==> config.mk <==
export PLATFORM = sky130hd
export DESIGN_NAME = rdm_mapper
export DESIGN_NICKNAME = d
export VERILOG_FILES = /design/src/rtl/rdm_pkg.sv /design/src/rtl/rdm_cfg_bank.sv /design/src/rtl/rdm_unit_claim.sv /design/src/rtl/rdm_select.sv /design/src/rtl/rdm_mapper.sv
export SDC_FILE = /design/constraint.sdc
export NUM_CORES = 1
export LEC_CHECK = 0
export BUFFER_PORTS_ARGS = -buffer_cell sky130_fd_sc_hd__buf_2
export CAP_MARGIN = 20
export CORE_UTILIZATION = 55
export DETAILED_ROUTE_END_ITERATION = 10
export PLACE_DENSITY_LB_ADDON = 0.08
export SLEW_MARGIN = 20
export SYNTH_ARGS = -nofsm -noshare
export SYNTH_HDL_FRONTEND = slang
export SYNTH_SLANG_ARGS = --single-unit
==> constraint.sdc <==
create_clock -name clk -period 4.77 [get_ports clk]
set_clock_uncertainty 0.2 [all_clocks]
set_input_delay 0.954 -clock clk [delete_from_list [all_inputs] [get_ports clk]]
set_output_delay 0.954 -clock clk [all_outputs]
set_load 0.03 [all_outputs]
==> src/rtl/rdm_pkg.sv <==
package rdm_pkg;
  localparam int PAGE_W = 2;

  // configuration byte, MSB first
  typedef struct packed {
    logic              ext_hi;    // bit 7: high 8K window
    logic              ext_lo;    // bit 6: low 8K window
    logic [PAGE_W-1:0] win_page;  // bits 5:4
    logic              win_en;    // bit 3: screen window
    logic [PAGE_W-1:0] stk_page;  // bits 2:1
    logic              stk_en;    // bit 0: stack mapping
  } rdm_cfg_t;

  localparam int CFG_W = $bits(rdm_cfg_t);
endpackage

==> src/rtl/rdm_cfg_bank.sv <==
module rdm_cfg_bank
  import rdm_pkg::*;
#(
  parameter int NUM_UNITS = 8,
  parameter int PORT_W    = 8,
  parameter int PORT_BASE = 16
) (
  input  logic                        clk,
  input  logic                        rst,
  input  logic                        io_wr,
  input  logic [PORT_W-1:0]           io_port,
  input  logic [CFG_W-1:0]            io_data,
  output rdm_cfg_t [NUM_UNITS-1:0]    cfg_q
);
  for (genvar u = 0; u < NUM_UNITS; u++) begin : g_unit
    logic hit;
    assign hit = io_wr && (io_port == PORT_W'(PORT_BASE + u));
    always_ff @(posedge clk) begin
      if (rst)      cfg_q[u] <= '0;
      else if (hit) cfg_q[u] <= rdm_cfg_t'(io_data);
    end
  end
endmodule

==> src/rtl/rdm_unit_claim.sv <==
module rdm_unit_claim
  import rdm_pkg::*;
#(
  parameter int CPU_AW   = 16,
  parameter int WIN_BASE = 'hA000,
  parameter int WIN_SIZE = 'h4000,
  parameter int LO_BASE  = 'h8000,
  parameter int HI_BASE  = 'hE000,
  parameter int EXT_SIZE = 'h2000
) (
  input  rdm_cfg_t          cfg,
  input  logic              acc_stack,
  input  logic [CPU_AW-1:0] acc_addr,
  output logic              claim,
  output logic [PAGE_W-1:0] page
);
  localparam int CMP_W = CPU_AW + 1;
  logic [CMP_W-1:0] a_ext;
  logic in_win, in_lo, in_hi, stk_hit, win_hit;

  assign a_ext  = {1'b0, acc_addr};
  assign in_win = (a_ext >= CMP_W'(WIN_BASE)) && (a_ext < CMP_W'(WIN_BASE + WIN_SIZE));
  assign in_lo  = (a_ext >= CMP_W'(LO_BASE))  && (a_ext < CMP_W'(LO_BASE + EXT_SIZE));
  assign in_hi  = (a_ext >= CMP_W'(HI_BASE))  && (a_ext < CMP_W'(HI_BASE + EXT_SIZE));

  assign stk_hit = acc_stack && cfg.stk_en;
  assign win_hit = (cfg.win_en && in_win) || (cfg.ext_lo && in_lo) || (cfg.ext_hi && in_hi);

  always_comb begin
    claim = stk_hit || win_hit;
    page  = stk_hit ? cfg.stk_page : cfg.win_page;
  end
endmodule

==> src/rtl/rdm_select.sv <==
module rdm_select
  import rdm_pkg::*;
#(
  parameter int NUM_UNITS = 8,
  parameter int CPU_AW    = 16,
  localparam int UNIT_W   = (NUM_UNITS > 1) ? $clog2(NUM_UNITS) : 1,
  localparam int PHYS_AW  = UNIT_W + PAGE_W + CPU_AW
) (
  input  logic                            clk,
  input  logic                            rst,
  input  logic                            acc_valid,
  input  logic [CPU_AW-1:0]               acc_addr,
  input  logic [NUM_UNITS-1:0]            claim,
  input  logic [NUM_UNITS-1:0][PAGE_W-1:0] page,
  output logic                            map_valid,
  output logic                            map_ext,
  output logic [PHYS_AW-1:0]              map_addr
);
  logic              any;
  logic [UNIT_W-1:0] win_u;
  logic [PAGE_W-1:0] win_p;

  // scan from the top down so the lowest claiming unit is left standing
  always_comb begin
    any   = 1'b0;
    win_u = '0;
    win_p = '0;
    for (int u = NUM_UNITS - 1; u >= 0; u--) begin
      if (claim[u]) begin
        any   = 1'b1;
        win_u = UNIT_W'(u);
        win_p = page[u];
      end
    end
  end

  always_ff @(posedge clk) begin
    if (rst) begin
      map_valid <= 1'b0;
      map_ext   <= 1'b0;
      map_addr  <= '0;
    end else begin
      map_valid <= acc_valid;
      map_ext   <= acc_valid && any;
      if (!acc_valid)  map_addr <= '0;
      else if (any)    map_addr <= {win_u, win_p, acc_addr};
      else             map_addr <= {{(UNIT_W + PAGE_W){1'b0}}, acc_addr};
    end
  end
endmodule

==> src/rtl/rdm_mapper.sv <==
module rdm_mapper
  import rdm_pkg::*;
#(
  parameter int NUM_UNITS = 8,
  parameter int PORT_W    = 8,
  parameter int PORT_BASE = 16,
  parameter int CPU_AW    = 16,
  localparam int UNIT_W   = (NUM_UNITS > 1) ? $clog2(NUM_UNITS) : 1,
  localparam int PHYS_AW  = UNIT_W + PAGE_W + CPU_AW
) (
  input  logic               clk,
  input  logic               rst,
  input  logic               io_wr,
  input  logic [PORT_W-1:0]  io_port,
  input  logic [7:0]         io_data,
  input  logic               acc_valid,
  input  logic               acc_stack,
  input  logic [CPU_AW-1:0]  acc_addr,
  output logic               map_valid,
  output logic               map_ext,
  output logic [PHYS_AW-1:0] map_addr
);
  rdm_cfg_t [NUM_UNITS-1:0]             cfg_q;
  logic     [NUM_UNITS-1:0]             claim;
  logic     [NUM_UNITS-1:0][PAGE_W-1:0] page;

  rdm_cfg_bank #(
    .NUM_UNITS(NUM_UNITS), .PORT_W(PORT_W), .PORT_BASE(PORT_BASE)
  ) i_bank (
    .clk(clk), .rst(rst), .io_wr(io_wr), .io_port(io_port),
    .io_data(io_data), .cfg_q(cfg_q)
  );

  for (genvar u = 0; u < NUM_UNITS; u++) begin : g_claim
    rdm_unit_claim #(.CPU_AW(CPU_AW)) i_claim (
      .cfg(cfg_q[u]), .acc_stack(acc_stack), .acc_addr(acc_addr),
      .claim(claim[u]), .page(page[u])
    );
  end

  rdm_select #(.NUM_UNITS(NUM_UNITS), .CPU_AW(CPU_AW)) i_sel (
    .clk(clk), .rst(rst), .acc_valid(acc_valid), .acc_addr(acc_addr),
    .claim(claim), .page(page),
    .map_valid(map_valid), .map_ext(map_ext), .map_addr(map_addr)
  );
endmodule

# Word level (Yosys, flattened, before mapping)
# Index checks and enable logic that the tools add are counted.
[totals] ff_bits=87 inputBits=37 output_inout_bits=23 elab_cells=175
[op_classes] bitwise=2 n_mux=31 n_reduce_logical=73 order_cmp=6 eq_ne=8
[op_table] cell="$eq A8 B5 Y1 const B" n=8
[op_table] cell="$ge A16 B16 Y1 const B" n=3
[op_table] cell="$logic_and A1 B1 Y1" n=44
[op_table] cell="$lt A16 B16 Y1 const B" n=2
[op_table] cell="$mux W2" n=16
[op_table] cell="$logic_or A1 B1 Y1" n=24
[op_table] cell="$mux W3" n=7
[op_table] cell="$lt A16 B17 Y1 const B" n=1
[op_table] cell="$mux W1" n=8
[op_table] cell="$reduce_or A7 Y1" n=1
[op_table] cell="$reduce_or A5 Y1" n=1
[op_table] cell="$reduce_or A4 Y1" n=1
[op_table] cell="$reduce_or A3 Y1" n=1
[op_table] cell="$not A1 Y1" n=2
[op_table] cell="$reduce_or A2 Y1" n=1

# Depth between registers and ports, before layout
[logic_depth] ltp_word=16 mapped_depth=8 ltp_nobuf=6

# By module
# From an unflattened synthesis, not the netlist that was laid out.
[hier_totals] hier_cells=382 area_unflattened_um2=3947.5
[by_module_without_submodules] module="rdm_cfg_bank" seq_area_each_um2=1281.2 cells_each=232 area_per_inst_um2=2603.7 instances=1
[by_module_without_submodules] module="rdm_select" seq_area_each_um2=460.4 cells_each=86 area_per_inst_um2=823.3 instances=1
[by_module_without_submodules] module="rdm_unit_claim" seq_area_each_um2=0.0 cells_each=8 area_per_inst_um2=65.1 instances=8

# Worst setup path before layout
# No wires, ideal clock.
[synth_timing] path_type="input port to flip-flop" from="in acc_addr[14]" to="reg i_sel.map_addr[16]" required_ns=4.439 setup_time_ns=0.131 t_arrival_ns=2.421 setup_slack_ns=2.019 path_stages=7 n_path_buf=1 cell_sequence="buf_4 > xor2_1 > and2_4 > a221oi_2 > nand3_1 > o221ai_1 > a22oi_1"
[synth_via] elab_chain_len=16 elab_cells_between_ends=75 cone_classes="order compare (6); mux (16); bitwise (1); reduce/logical (52)"
[synth_lines] item="from (decl)" line_no="rdm_mapper.sv:18" text="input logic [CPU_AW-1:0] acc_addr,"
[synth_lines] item="$ge A16 B16 Y1 (tied with other cells)" line_no="rdm_unit_claim.sv:22" text="assign in_win = (a_ext >= CMP_W'(WIN_BASE)) && (a_ext < CMP_W'(WIN_BASE + WIN_SIZE));"
[synth_lines] item="$logic_and A1 B1 Y1, on equally long branches" line_no="rdm_unit_claim.sv:22, rdm_unit_claim.sv:23"
[synth_lines] item="$logic_and A1 B1 Y1" line_no="rdm_unit_claim.sv:27" text="assign win_hit = (cfg.win_en && in_win) || (cfg.ext_lo && in_lo) || (cfg.ext_hi && in_hi);"
[synth_lines] item="$logic_or A1 B1 Y1 (2 in a row)" line_no="rdm_unit_claim.sv:27"
[synth_lines] item="$logic_or A1 B1 Y1" line_no="rdm_unit_claim.sv:30" text="claim = stk_hit || win_hit;"
[synth_lines] item="$mux W1 (8 in a row)" line_no="rdm_select.sv:29" text="if (claim[u]) begin"
[synth_lines] item="$not A1 Y1 (no source line)"
[synth_lines] item="$reduce_or A3 Y1 (no source line)"
[synth_lines] item="to (signal assigned)" line_no="rdm_select.sv:46" text="else if (any) map_addr <= {win_u, win_p, acc_addr};"
[synth_lines] item="to (signal assigned)" line_no="rdm_select.sv:47" text="else map_addr <= {{(UNIT_W + PAGE_W){1'b0}}, acc_addr};"
[synth_lines] item="to (decl)" line_no="rdm_select.sv:17" text="output logic [PHYS_AW-1:0] map_addr"
# Several ways; a longest one is shown, not always the timed one.
# A chain may end at the register's enable or synchronous reset.

# Worst setup path after layout
[layout_timing] from="in io_port[3]" to="reg i_bank.cfg_q[51] (netlist name)"
[layout_via] elab_chain_len=2
[layout_lines] item="from (decl)" line_no="rdm_mapper.sv:14" text="input logic [PORT_W-1:0] io_port,"
[layout_lines] item="$eq A8 B5 Y1" line_no="rdm_cfg_bank.sv:17" text="assign hit = io_wr && (io_port == PORT_W'(PORT_BASE + u));"
[layout_lines] item="$logic_and A1 B1 Y1" line_no="rdm_cfg_bank.sv:17"
# Every way passes these cells.

==> impl_metrics.py <==
metrics = {
    "status": {
        "status": "finished, violations left",
        "violations": "DRC",
    },
    "timing": {
        "slew_viol_final": 0,
        "setup_tns_ns": 0,
        "slew_headroom_pct": 50.6,
        "period_share_pct": 62.9,
        "clock.fmax_mhz": 333,
        "setup_viol": 0,
        "worstMarginPinSlew_ns": 0.738,
        "rsz0062_at_grt": "no",
        "final.min_clock_period_ns": 3.00,
        "hold_viol_final": 0,
    },
    "hold_path": {
        "hold_depth": 2,
        "hp-class": "reg2reg",
        "min_from": "i_bank.cfg_q[34]",
        "holdPathEnd": "i_bank.cfg_q[34]",
    },
    "cts": {
        "cts_tree": "built",
        "cts.clk_slew.worst_paths_ns": 0.08,
        "clock-sinks": 87,
        "cts_resized": 0,
        "root_buffer": "clkbuf_8",
        "cts_hold_buf": 0,
        "cts_setup_buffers": 0,
        "htree_levels": 3,
        "cts_max_path_buffers": 2,
        "cts_buffers": 9,
        "clk_latency_ns": 0.35,
    },
    "critical_path": {
        "required_ns": 4.78,
        "r2r-start": "i_bank.cfg_q[40]",
        "path_max_fanout": 12,
        "crit_path_end_kind": "flop",
        "cp_slowest_cell": "nor2_1",
        "slowest_delay_ns": 0.58,
        "cp.arrival_ns": 3.01,
        "r2r_slack_ns": 2.62,
        "path_class": "in2reg",
        "path_cells": "buf_2 > nor4b_1 > nand3b_1 > nor2_1 > nand3b_1 > mux2i_1 > nor2_1",
        "critPathLaunchType": "primary input",
        "rr_worst_depth": 6,
        "reg2reg_to": "i_sel.map_addr[16]",
    },
    "cells_and_area": {
        "final_common_cell": "dfxtp_1",
        "final-seq-area_sq_um": 1740,
        "multiInputGateArea_sq_um": 1810,
        "drive_gt1_share_pct": 21.0,
        "final_nets": 468,
        "fillCellCount": 546,
        "layout_common_cells": "dfxtp_1 (87), nor2_1 (63), mux2i_1 (61), buf_2 (59), nand2_1 (24)",
        "finalInstanceArea_sq_um": 4180,
        "antenna_cells": 0,
        "areaGrowthSynthToFinish_pct": 13.1,
    },
    "routing": {
        "vias": 2971,
        "wl_um": 8520,
        "wl_per_cell_um": 16.7,
        "drt_iter0_drc": 254,
        "ant_nets": 0,
        "routed_via_density": 5.81,
        "first_pass_iters": 8,
        "drcViolationCount": 18,
    },
    "grt": {
        "grt_pass1_wl_um": 14000,
        "grt_max_degree": 66,
        "first_global_vias": 2766,
        "grtUsageTotal_pct": 26.1,
        "grt_antenna_before_repair": 0,
        "grt_overflow": 0,
    },
    "synth": {
        "ys_ff_latch": 87,
        "ys_seq_area_share_pct": 47.2,
        "async_reset_ff_share_pct": 0,
        "synth_ff_type": "dfxtp_1",
        "ys_types": 46,
        "synth_area_sq_um": 3690,
        "postSynthCellCount": 387,
        "syn_nets": 424,
        "avgSynthCellArea_sq_um": 9.54,
        "synth_edf_count": 0,
        "synth_warnings": 0,
    },
    "floorplan": {
        "die_h_um": 84.0,
        "die_area_sq_um": 7050,
        "design.core.area_sq_um": 6420,
        "die_w_um": 84.0,
        "pin_count": 60,
        "initial_utilization_pct": 57.5,
        "rows": 29,
    },
    "run": {
        "drv_cap": 0,
    },
    "placed_design": {
        "hpwl_um": 5910,
        "place_area_sq_um": 3980,
        "port_buffers": 59,
        "routabilityCongestion": 0.836,
    },
    "power": {
        "powerDensity_nw_per_um2": 323,
        "p_leak_nw": 1.87,
        "vdd_ir_drop_max_v": 0.000181,
    },
}
power by group:
group	internal, mW	switching (mW)	leakage [nW]	total (mW)
Clock	0.289	0.247	0.0982	0.535
Combinational	0.0259	0.0566	1.07	0.0825
Sequential	0.732	0.00141	0.703	0.733
per-stage QoR:
step | power [mW] | std cells | worst slack, ns | utilization (%) | hold slack (ns)
after global routing | 1.39 | 511 | 1.56 | 65.1 | 0.276
after global placement | 0.832 | 497 | 1.50 | 62.0 | 0.239
after detailed placement | 0.833 | 497 | 1.38 | 62.0 | 0.255
after floorplan | 0.803 | 387 | 2.02 | - | 0.232
after CTS | 1.36 | 511 | 1.75 | 65.1 | 0.267
final | 1.35 | 511 | 1.77 | 65.1 | 0.264
flip-flops by register name, summed over array words and instances (netlist names):
name,flops
i_bank.cfg_q,64
i_sel.map_addr,21
i_sel.map_ext,1
i_sel.map_valid,1
synthesized netlist by cell type, drive strengths merged, types with 3 or more instances:
cell type | count | share of area, %
and2 | 24 | 4.1
a221oi | 6 | 1.8
a211oi | 3 | 0.61
nand3b | 4 | 0.81
o211ai | 3 | 0.61
o221ai | 3 | 0.71
nand4 | 4 | 0.68
a21oi | 11 | 1.5
and3 | 5 | 0.98
buf | 7 | 1.4
dfxtp | 87 | 47
mux2i | 61 | 17
clkbuf | 23 | 2.3
nor2 | 64 | 6.6
nor3b | 4 | 0.95
nand2 | 24 | 2.4
nand3 | 14 | 1.9
o21ai | 5 | 0.68
a21boi | 3 | 0.61
mux2 | 6 | 1.8
a221o | 3 | 0.81
nand2b | 3 | 0.51
critical path: cells and delay by family:
kind | cells | cell delay (ns)
buffers and inverters | 1 | 0.09
AND/OR/NAND/NOR | 5 | 1.64
multiplexers | 1 | 0.32
final cells by class:
| cell class | count | share of cell area, % |
|---|---|---|
| timing repair buffer | 63 | 7.78 |
| clock inverter | 4 | 1.74 |
| sequential | 87 | 41.7 |
| multi-input combinational | 268 | 43.3 |
| tap | 77 | 2.31 |
| inverter | 2 | 0.180 |
| clock buffer | 10 | 3.05 |
per-layer routing:
metal  vias up  wire length [um]  GRT usage (%)
met1      1402              3960           35.4
li1       1430                 -              -
met3        22               507           3.86
met4         0               282           14.1
met2       117              3780           39.9
met5         -                 0              0
logic make-up after synthesis:
family,Yosys count,share of synthesized area [%]
AO/OA/AOI/OAI,48,10.2
XOR/XNOR,2,0.474
buffers and inverters,32,3.90
flip-flops,87,47.2
multiplexers,67,18.4
AND/OR/NAND/NOR,151,20.0
how the worst max path moves through the flow:
stage	from	end	slack [ns]	cells past startpoint
3_5_place_dp	io_port[3]	i_bank.cfg_q[51]	1.38	7
6_report	io_port[3]	i_bank.cfg_q[51]	1.77	7
2_1_floorplan	acc_addr[14]	i_sel.map_addr[16]	2.02	7
5_1_grt	io_port[3]	i_bank.cfg_q[51]	1.56	7
4_1_cts	io_port[3]	i_bank.cfg_q[51]	1.75	7
3_3_place_gp	io_port[3]	i_bank.cfg_q[48]	1.50	7
No activity file was read; power rests on OpenSTA's default activity.
